`src/rtl/pinirq_pkg.sv`:
```
package pinirq_pkg;
    // Register byte offsets; software depends on these values.
    localparam int unsigned OFS_MODE   = 32'h000;
    localparam int unsigned OFS_RISE_S = 32'h008;
    localparam int unsigned OFS_RISE_C = 32'h00C;
    localparam int unsigned OFS_FALL_S = 32'h014;
    localparam int unsigned OFS_FALL_C = 32'h018;
    localparam int unsigned OFS_STAT   = 32'h024;
endpackage

```
`src/rtl/pinirq_sync.sv`:
```
module pinirq_sync #(
    parameter int N_CH = 8
) (
    input  logic            clk,
    input  logic            rst_n,
    input  logic [N_CH-1:0] pin_i,
    output logic [N_CH-1:0] sync_q,
    output logic [N_CH-1:0] prev_q
);
    typedef struct packed {
        logic [N_CH-1:0] meta;
        logic [N_CH-1:0] sync;
        logic [N_CH-1:0] prev;
    } sync_t;

    sync_t st_d, st_q;

    always_comb begin
        st_d      = st_q;
        st_d.meta = pin_i;
        st_d.sync = st_q.meta;
        st_d.prev = st_q.sync;
    end

    always_ff @(posedge clk) begin
        if (!rst_n) st_q <= '0;
        else        st_q <= st_d;
    end

    assign sync_q = st_q.sync;
    assign prev_q = st_q.prev;
endmodule

```
`src/rtl/pinirq_regs.sv`:
```
module pinirq_regs
    import pinirq_pkg::*;
#(
    parameter int N_CH = 8,
    parameter int AW   = 12,
    parameter int DW   = 32
) (
    input  logic            clk,
    input  logic            rst_n,
    input  logic [AW-1:0]   bus_addr,
    input  logic            bus_we,
    input  logic [DW-1:0]   bus_wdata,
    output logic [DW-1:0]   bus_rdata,
    input  logic [N_CH-1:0] stat_q,
    output logic [N_CH-1:0] stat_clr,
    output logic [N_CH-1:0] mode_q,
    output logic [N_CH-1:0] rise_q,
    output logic [N_CH-1:0] fall_q
);
    localparam logic [AW-1:0] A_MODE   = AW'(OFS_MODE);
    localparam logic [AW-1:0] A_RISE_S = AW'(OFS_RISE_S);
    localparam logic [AW-1:0] A_RISE_C = AW'(OFS_RISE_C);
    localparam logic [AW-1:0] A_FALL_S = AW'(OFS_FALL_S);
    localparam logic [AW-1:0] A_FALL_C = AW'(OFS_FALL_C);
    localparam logic [AW-1:0] A_STAT   = AW'(OFS_STAT);

    typedef struct packed {
        logic [N_CH-1:0] mode;
        logic [N_CH-1:0] rise;
        logic [N_CH-1:0] fall;
    } cfg_t;

    cfg_t cfg_d, cfg_q;
    logic [N_CH-1:0] wd;
    logic            unused_wdata_hi;

    assign wd              = bus_wdata[N_CH-1:0];
    assign unused_wdata_hi = ^bus_wdata[DW-1:N_CH];

    always_comb begin
        cfg_d    = cfg_q;
        stat_clr = '0;
        if (bus_we) begin
            unique case (bus_addr)
                A_MODE:   cfg_d.mode = wd;
                A_RISE_S: cfg_d.rise = cfg_q.rise | wd;
                A_RISE_C: cfg_d.rise = cfg_q.rise & ~wd;
                A_FALL_S: cfg_d.fall = cfg_q.fall | wd;
                A_FALL_C: cfg_d.fall = cfg_q.fall & ~wd;
                A_STAT:   stat_clr   = wd;
                default:  ;
            endcase
        end
    end

    always_ff @(posedge clk) begin
        if (!rst_n) cfg_q <= '0;
        else        cfg_q <= cfg_d;
    end

    always_comb begin
        unique case (bus_addr)
            A_MODE:             bus_rdata = DW'(cfg_q.mode);
            A_RISE_S, A_RISE_C: bus_rdata = DW'(cfg_q.rise);
            A_FALL_S, A_FALL_C: bus_rdata = DW'(cfg_q.fall);
            A_STAT:             bus_rdata = DW'(stat_q);
            default:            bus_rdata = '0;
        endcase
    end

    assign mode_q = cfg_q.mode;
    assign rise_q = cfg_q.rise;
    assign fall_q = cfg_q.fall;
endmodule

```
`src/rtl/pinirq_detect.sv`:
```
module pinirq_detect #(
    parameter int N_CH = 8
) (
    input  logic            clk,
    input  logic            rst_n,
    input  logic [N_CH-1:0] sync_q,
    input  logic [N_CH-1:0] prev_q,
    input  logic [N_CH-1:0] mode_q,
    input  logic [N_CH-1:0] rise_q,
    input  logic [N_CH-1:0] fall_q,
    input  logic [N_CH-1:0] stat_clr,
    output logic [N_CH-1:0] stat_q,
    output logic [N_CH-1:0] irq_o
);
    typedef struct packed {
        logic [N_CH-1:0] stat;
    } det_t;

    det_t dt_d, dt_q;
    logic [N_CH-1:0] hit_up, hit_dn, lvl_act;

    for (genvar i = 0; i < N_CH; i++) begin : g_ch
        // Edge mode: compare current synchronised level with last cycle's.
        assign hit_up[i]  = ~mode_q[i] & rise_q[i] &  sync_q[i] & ~prev_q[i];
        assign hit_dn[i]  = ~mode_q[i] & fall_q[i] & ~sync_q[i] &  prev_q[i];
        // Level mode: rise enable gates, fall enable picks the active level.
        assign lvl_act[i] =  mode_q[i] & rise_q[i] & (sync_q[i] ~^ fall_q[i]);
        assign irq_o[i]   = mode_q[i] ? lvl_act[i] : dt_q.stat[i];
    end

    always_comb begin
        dt_d      = dt_q;
        // A new edge overrides a clear landing in the same cycle.
        dt_d.stat = (dt_q.stat & ~stat_clr) | hit_up | hit_dn;
    end

    always_ff @(posedge clk) begin
        if (!rst_n) dt_q <= '0;
        else        dt_q <= dt_d;
    end

    assign stat_q = dt_q.stat;
endmodule

```
`src/rtl/gpio_pin_irq.sv`:
```
module gpio_pin_irq #(
    parameter int N_CH = 8,
    parameter int AW   = 12,
    parameter int DW   = 32
) (
    input  logic            clk,
    input  logic            rst_n,
    input  logic [N_CH-1:0] pin_i,
    input  logic [AW-1:0]   bus_addr,
    input  logic            bus_we,
    input  logic [DW-1:0]   bus_wdata,
    output logic [DW-1:0]   bus_rdata,
    output logic [N_CH-1:0] irq_o
);
    logic [N_CH-1:0] sync_q, prev_q;
    logic [N_CH-1:0] mode_q, rise_q, fall_q;
    logic [N_CH-1:0] stat_q, stat_clr;

    pinirq_sync #(.N_CH(N_CH)) sync_i (
        .clk    (clk),
        .rst_n  (rst_n),
        .pin_i  (pin_i),
        .sync_q (sync_q),
        .prev_q (prev_q)
    );

    pinirq_regs #(.N_CH(N_CH), .AW(AW), .DW(DW)) regs_i (
        .clk       (clk),
        .rst_n     (rst_n),
        .bus_addr  (bus_addr),
        .bus_we    (bus_we),
        .bus_wdata (bus_wdata),
        .bus_rdata (bus_rdata),
        .stat_q    (stat_q),
        .stat_clr  (stat_clr),
        .mode_q    (mode_q),
        .rise_q    (rise_q),
        .fall_q    (fall_q)
    );

    pinirq_detect #(.N_CH(N_CH)) det_i (
        .clk      (clk),
        .rst_n    (rst_n),
        .sync_q   (sync_q),
        .prev_q   (prev_q),
        .mode_q   (mode_q),
        .rise_q   (rise_q),
        .fall_q   (fall_q),
        .stat_clr (stat_clr),
        .stat_q   (stat_q),
        .irq_o    (irq_o)
    );
endmodule

```
`config.mk`:
```
export PLATFORM = sky130hd
export DESIGN_NAME = gpio_pin_irq
export DESIGN_NICKNAME = d
export VERILOG_FILES = /design/src/rtl/pinirq_pkg.sv /design/src/rtl/pinirq_sync.sv /design/src/rtl/pinirq_regs.sv /design/src/rtl/pinirq_detect.sv /design/src/rtl/gpio_pin_irq.sv
export SDC_FILE = /design/constraint.sdc
export NUM_CORES = 1
export LEC_CHECK = 0
export ABC_AREA = 1
export CAP_MARGIN = 25
export CORE_MARGIN = 1.5
export CORE_UTILIZATION = 40
export CTS_CLUSTER_SIZE = 30
export DETAILED_ROUTE_END_ITERATION = 8
export PLACE_DENSITY = 0.67
export RECOVER_POWER = 100
export SKIP_LAST_GASP = 1
export SLEW_MARGIN = 20
export SYNTH_ARGS = -nofsm -noshare
export SYNTH_HDL_FRONTEND = slang
export SYNTH_SLANG_ARGS = --single-unit
```
`constraint.sdc`:
```
create_clock -name clk -period 1.6 [get_ports clk]
set_clock_uncertainty 0.05 [all_clocks]
set_input_delay 0.32 -clock clk [delete_from_list [all_inputs] [get_ports clk]]
set_output_delay 0.32 -clock clk [all_outputs]
set_load 0.01 [all_outputs]
```
# Yosys cells after proc, flatten, opt, wreduce, memory -nomap -nowiden
# Index checks and enable logic that the tools add are counted.
dict set report word_totals {
  ff_bits 56
  output_inout_bits 40
  word_cells 138
  in_bits 55
}
dict set report classes {
  n_reduce_logical 8
  mux 13
  n_eq_ne 5
  bitwise 105
}
# operator n
set ops {}
lappend ops {{1-bit bitwise AND} 64}
lappend ops {{8-bit bitwise OR} 4}
lappend ops {{8-bit one-hot mux with 2 select lines} 2}
lappend ops {{8-bit one-hot mux with 4 select lines} 1}
lappend ops {{8-bit bitwise AND} 3}
lappend ops {{12-bit by 4-bit equality test with 1-bit output, second input constant} 2}
lappend ops {{12-bit by 5-bit equality test with 1-bit output, second input constant} 2}
lappend ops {{1-bit inverter} 24}
lappend ops {{8-bit two-way mux} 2}
lappend ops {{8-bit inverter} 2}
lappend ops {{12-bit by 6-bit equality test with 1-bit output, second input constant} 1}
lappend ops {{12-bit logical NOT} 1}
lappend ops {{1-bit two-way mux} 8}
lappend ops {{1-bit bitwise XNOR} 8}
lappend ops {{2-bit AND reduction} 3}
lappend ops {{2-bit nonzero test} 2}
lappend ops {{2-bit OR reduction} 2}

# Longest topological paths before layout
dict set report logic_depth {
  ltp_word 7
  ltp_mapped 8
  depth_no_buf 7
}

# Cells and area by module
# A second synthesis with hierarchy kept.
dict set report hier_totals {
  hier_cells 536
  hier_area_um2 3375.7
}
# mod cells_each area_each_um2 n_inst seq_area_each_um2
set modules_own_cells {}
lappend modules_own_cells {pinirq_regs 326 1975.6 1 480.5}
lappend modules_own_cells {pinirq_sync 82 743.2 1 480.5}
lappend modules_own_cells {pinirq_detect 128 656.9 1 160.2}

# Least setup slack after synthesis
# OpenSTA, ideal clock, no wires.
dict set report synth_timing {
  path_kind {input -> output}
  start {input port bus_addr[11]}
  end {output port bus_rdata[1]}
  path_buffers 2
  required_time_ns 1.230
  cell_stages 7
  path_slack_ns 0.033
  arrival_ns 1.197
  path_cell_list {nor2_1 > nand2_2 > nor2_2 > buf_4 > buf_2 > nand3_1 > nand4_1}
}
dict set report synth_between {
  elab_chain_cells 3
  elab_cells_between_ends 9
  cone_classes {5 x eq/ne; 1 x mux; 3 x reduce/logical}
}
# item line
set synth_lines {}
lappend synth_lines {{from (decl)} gpio_pin_irq.sv:9} ;# input logic [AW-1:0] bus_addr,
lappend synth_lines {{12-bit by 5-bit equality test with 1-bit output / 12-bit by 4-bit equality test with 1-bit output (equally long branches)} pinirq_regs.sv:62} ;# unique case (bus_addr)
lappend synth_lines {{2-bit OR reduction} pinirq_regs.sv:62}
lappend synth_lines {{8-bit one-hot mux with 4 select lines *} pinirq_regs.sv:62}
lappend synth_lines {{to (decl)} gpio_pin_irq.sv:12} ;# output logic [DW-1:0] bus_rdata,
# Mark *: on every way between the ends. The rest lies on a longest branch, timed or not.

# Final worst setup path
dict set report layout_timing {
  start {input port bus_addr[7]}
  end {output port bus_rdata[4]}
}
# Same word-level chain as after synthesis.

==> flow_summary.json <==
{
  "gp_congestion": 0.855,
  "finalPower_mw": 2.64,
  "cts_inserted_buffers": 5,
  "diodes": 0,
  "cts_tree": "yes",
  "grt_pass1_vias": 3429,
  "wl_per_cell_um": 15.0,
  "grt_first_pass_wirelength_um": 16200,
  "fin_ws_ns": -0.0994,
  "drcViolationCount": 0,
  "drive_gt1_frac": 0.343,
  "layout-area-overhead-vs-synth_pct": 51.9,
  "multi_input_area_um2": 1610,
  "clk_latency_ns": 0.32,
  "die_h_um": 90.0,
  "violations": "negative setup slack",
  "syn_inst": 454,
  "clk_path_buf_depth": 2,
  "clock_sinks": 56,
  "rsz0062_at_grt": "true",
  "cp.required_ns": 1.23,
  "io-pin-count": 95,
  "crit_fanout": 7,
  "relSlewSlack": 0.576,
  "ys_warn_count": 0,
  "hp-class": "reg -> reg",
  "crit_path_start_kind": "input port",
  "wirelength_um": 10200,
  "fin_nets": 637,
  "port_buffers": 46,
  "netlist_area_um2": 3030,
  "die-area_um2": 8100,
  "met3_usage": 0.0499,
  "grt_util_met2": 0.424,
  "placed_area_um2": 3950,
  "fillers": 650,
  "power_density_nw_per_um2": 573,
  "period_needed_ns": 1.70,
  "cts_root_buffer": "clkbuf_8",
  "arrival_ns": 1.33,
  "finalSetupViolations": 8,
  "die_w_um": 90.0,
  "final_max_slew_viol_count": 0,
  "core_area_um2": 7290,
  "p_seq_frac": 0.543,
  "clkPwrFrac": 0.311,
  "worst_pin_slew_ns": 0.636,
  "cp-end-kind": "output pin",
  "drtAntennaViolNets": 0,
  "design_area_um2": 4600,
  "antenna_found_initial": 0,
  "p_int_mw": 1.95,
  "clk_pin_slew_ns": 0.09,
  "hpwl_um": 5390,
  "grt_max_degree": 25,
  "vias": 3518,
  "ir_worst_vdd_uv": 433,
  "fin_crit_sh": 1.06,
  "register_area_um2": 1140,
  "combPwrFrac": 0.147,
  "synth_seq_cells": 56,
  "globalRouteOverflowTotal": 0,
  "crit_type": "in -> out",
  "ctsHoldBuffers": 0,
  "first_pass_iters": 7,
  "grt_util_all_layers": 0.250,
  "status": "complete, but fails checks",
  "synth.yosys.seq_area_share": 0.370,
  "hold_viol": 0,
  "max_stage_delay_ns": 0.16,
  "grt_use_met1": 0.290,
  "syn-mean-instance-area_um2": 6.67,
  "critical-path-top-delay-family": "buffers and inverters",
  "rows": 31,
  "synth.distinct_cells": 22,
  "crit_buf_inv": 4,
  "initial_core_util": 0.415,
  "busiest_layer": "met2",
  "clock.fmax_mhz": 588,
  "htree_levels": 2,
  "p_sw_mw": 0.686,
  "leakage_nw": 2.20,
  "viasPerCell": 5.16,
  "netSwitchingFraction": 0.260,
  "drt-initial-drc-count": 231,
  "slowest_stage": "nor2_4",
  "crit_path_cell_trace": "buf_6, nor2_4, buf_6, nand3_4, nor2_4, buf_12, nand3_2, nand4_1, buf_2",
  "maxCapViolations": 0
}
-- synthesized netlist by cell type (all sizes together) --
library cell	number	area, um^2
nor2	60	250
o32ai	8	70.1
o21bai	8	60.1
nand2	77	297
nand3	58	295
dfxtp	56	1120
nor3	1	5.00
conb	1	3.75
nand4	20	125
o21ai	20	100
buf	37	263
inv	86	323
a21oi	17	96.4
clkbuf	5	18.8
-- worst register-to-register path, stage by stage, from the launching register on --
cell and delay [ns]:
dfxtp_1 0.37, inv_1 0.07, buf_4 0.14, nor2_1 0.09, o21ai_0 0.08, a21oi_1 0.16
-- layer usage --
metal	vias up	part of all wire
met2	193	0.48
met1	1635	0.40
li1	1649	-
met4	0	0.043
met3	41	0.077
met5	-	0
-- area by class of cell --
type,count,area share
Timing Repair Buffer,140,0.283
Multi-Input combinational cell,293,0.350
Sequential cell,56,0.248
Clock buffer,7,0.0188
Tap cell,99,0.0269
Clock inverter,1,0.00163
Inverter,86,0.0713
-- kinds of logic after synthesis --
group,count (synthesis),synth area share
buffers and inverters,128,0.200
and+or+nand+nor,216,0.321
other,1,0.00124
DFF,56,0.370
AOI/OAI and AO/OA,53,0.108
-- placed cells by master, fill, tap and decap left out, types with 5 or more instances in the layout --
cell type / n
a21oi_1: 16
o21ai_0: 14
o21ai_1: 5
inv_2: 12
buf_4: 70
nand2_4: 5
nand3_2: 8
buf_12: 8
nor2_1: 43
conb_1: 24
clkdlybuf4s50_1: 17
clkbuf_8: 6
nand4_1: 20
inv_1: 72
nand2_1: 70
nand3_1: 48
buf_6: 13
buf_2: 21
dfxtp_2: 13
nor2_4: 9
o21bai_1: 8
o32ai_2: 8
dfxtp_1: 42
nor2_2: 8
-- repair_timing --
| item | CTS | global route |
|---|---|---|
| resized for setup | 157 | 59 |
| setup buffers | 26 | 9 |
| setup endpoints to repair | 26 | 31 |
| pin swaps | 22 | 25 |
| gates cloned | 6 | 1 |
-- path summary, 6_finish.rpt --
kind                            slack (ns)  cells past startpoint           start                to
worst max register to register        0.58                      5        register   det_i.stat_q[5]
worst max-delay path                  -0.1                      9     bus_addr[7]      bus_rdata[4]
worst min-delay path                  0.37                      2  sync_i.st_d[9]  sync_i.sync_q[1]
worst min register to register        0.37                      2  sync_i.st_d[9]  sync_i.sync_q[1]
-- power by group through the flow --
| stage | Clock [mW] | Sequential [mW] | Combinational, mW |
|---|---|---|---|
| 3_5_place_dp | 0 | 1.46 | 0.298 |
| 3_3_place_gp | 0 | 1.46 | 0.295 |
| 4_1_cts | 0.843 | 1.43 | 0.351 |
| 6_report | 0.818 | 1.43 | 0.387 |
| 5_1_grt | 0.885 | 1.43 | 0.417 |
| 2_1_floorplan | 0 | 1.46 | 0.185 |
-- per-stage QoR --
stage | utilization | setup TNS [ns] | cells | hold slack [ns] | setup WS (ns)
final | 0.631 | -0.678 | 682 | 0.366 | -0.0994
after global routing | 0.631 | -1.16 | 682 | 0.392 | -0.148
after CTS | 0.613 | -1.03 | 676 | 0.370 | -0.146
after detailed placement | 0.542 | -15.60 | 636 | 0.350 | -0.865
after global placement | 0.542 | -15.02 | 636 | 0.343 | -0.850
after floorplan | - | 0 | 477 | 0.340 | 0.0333
(Power assumes the default switching activity.)
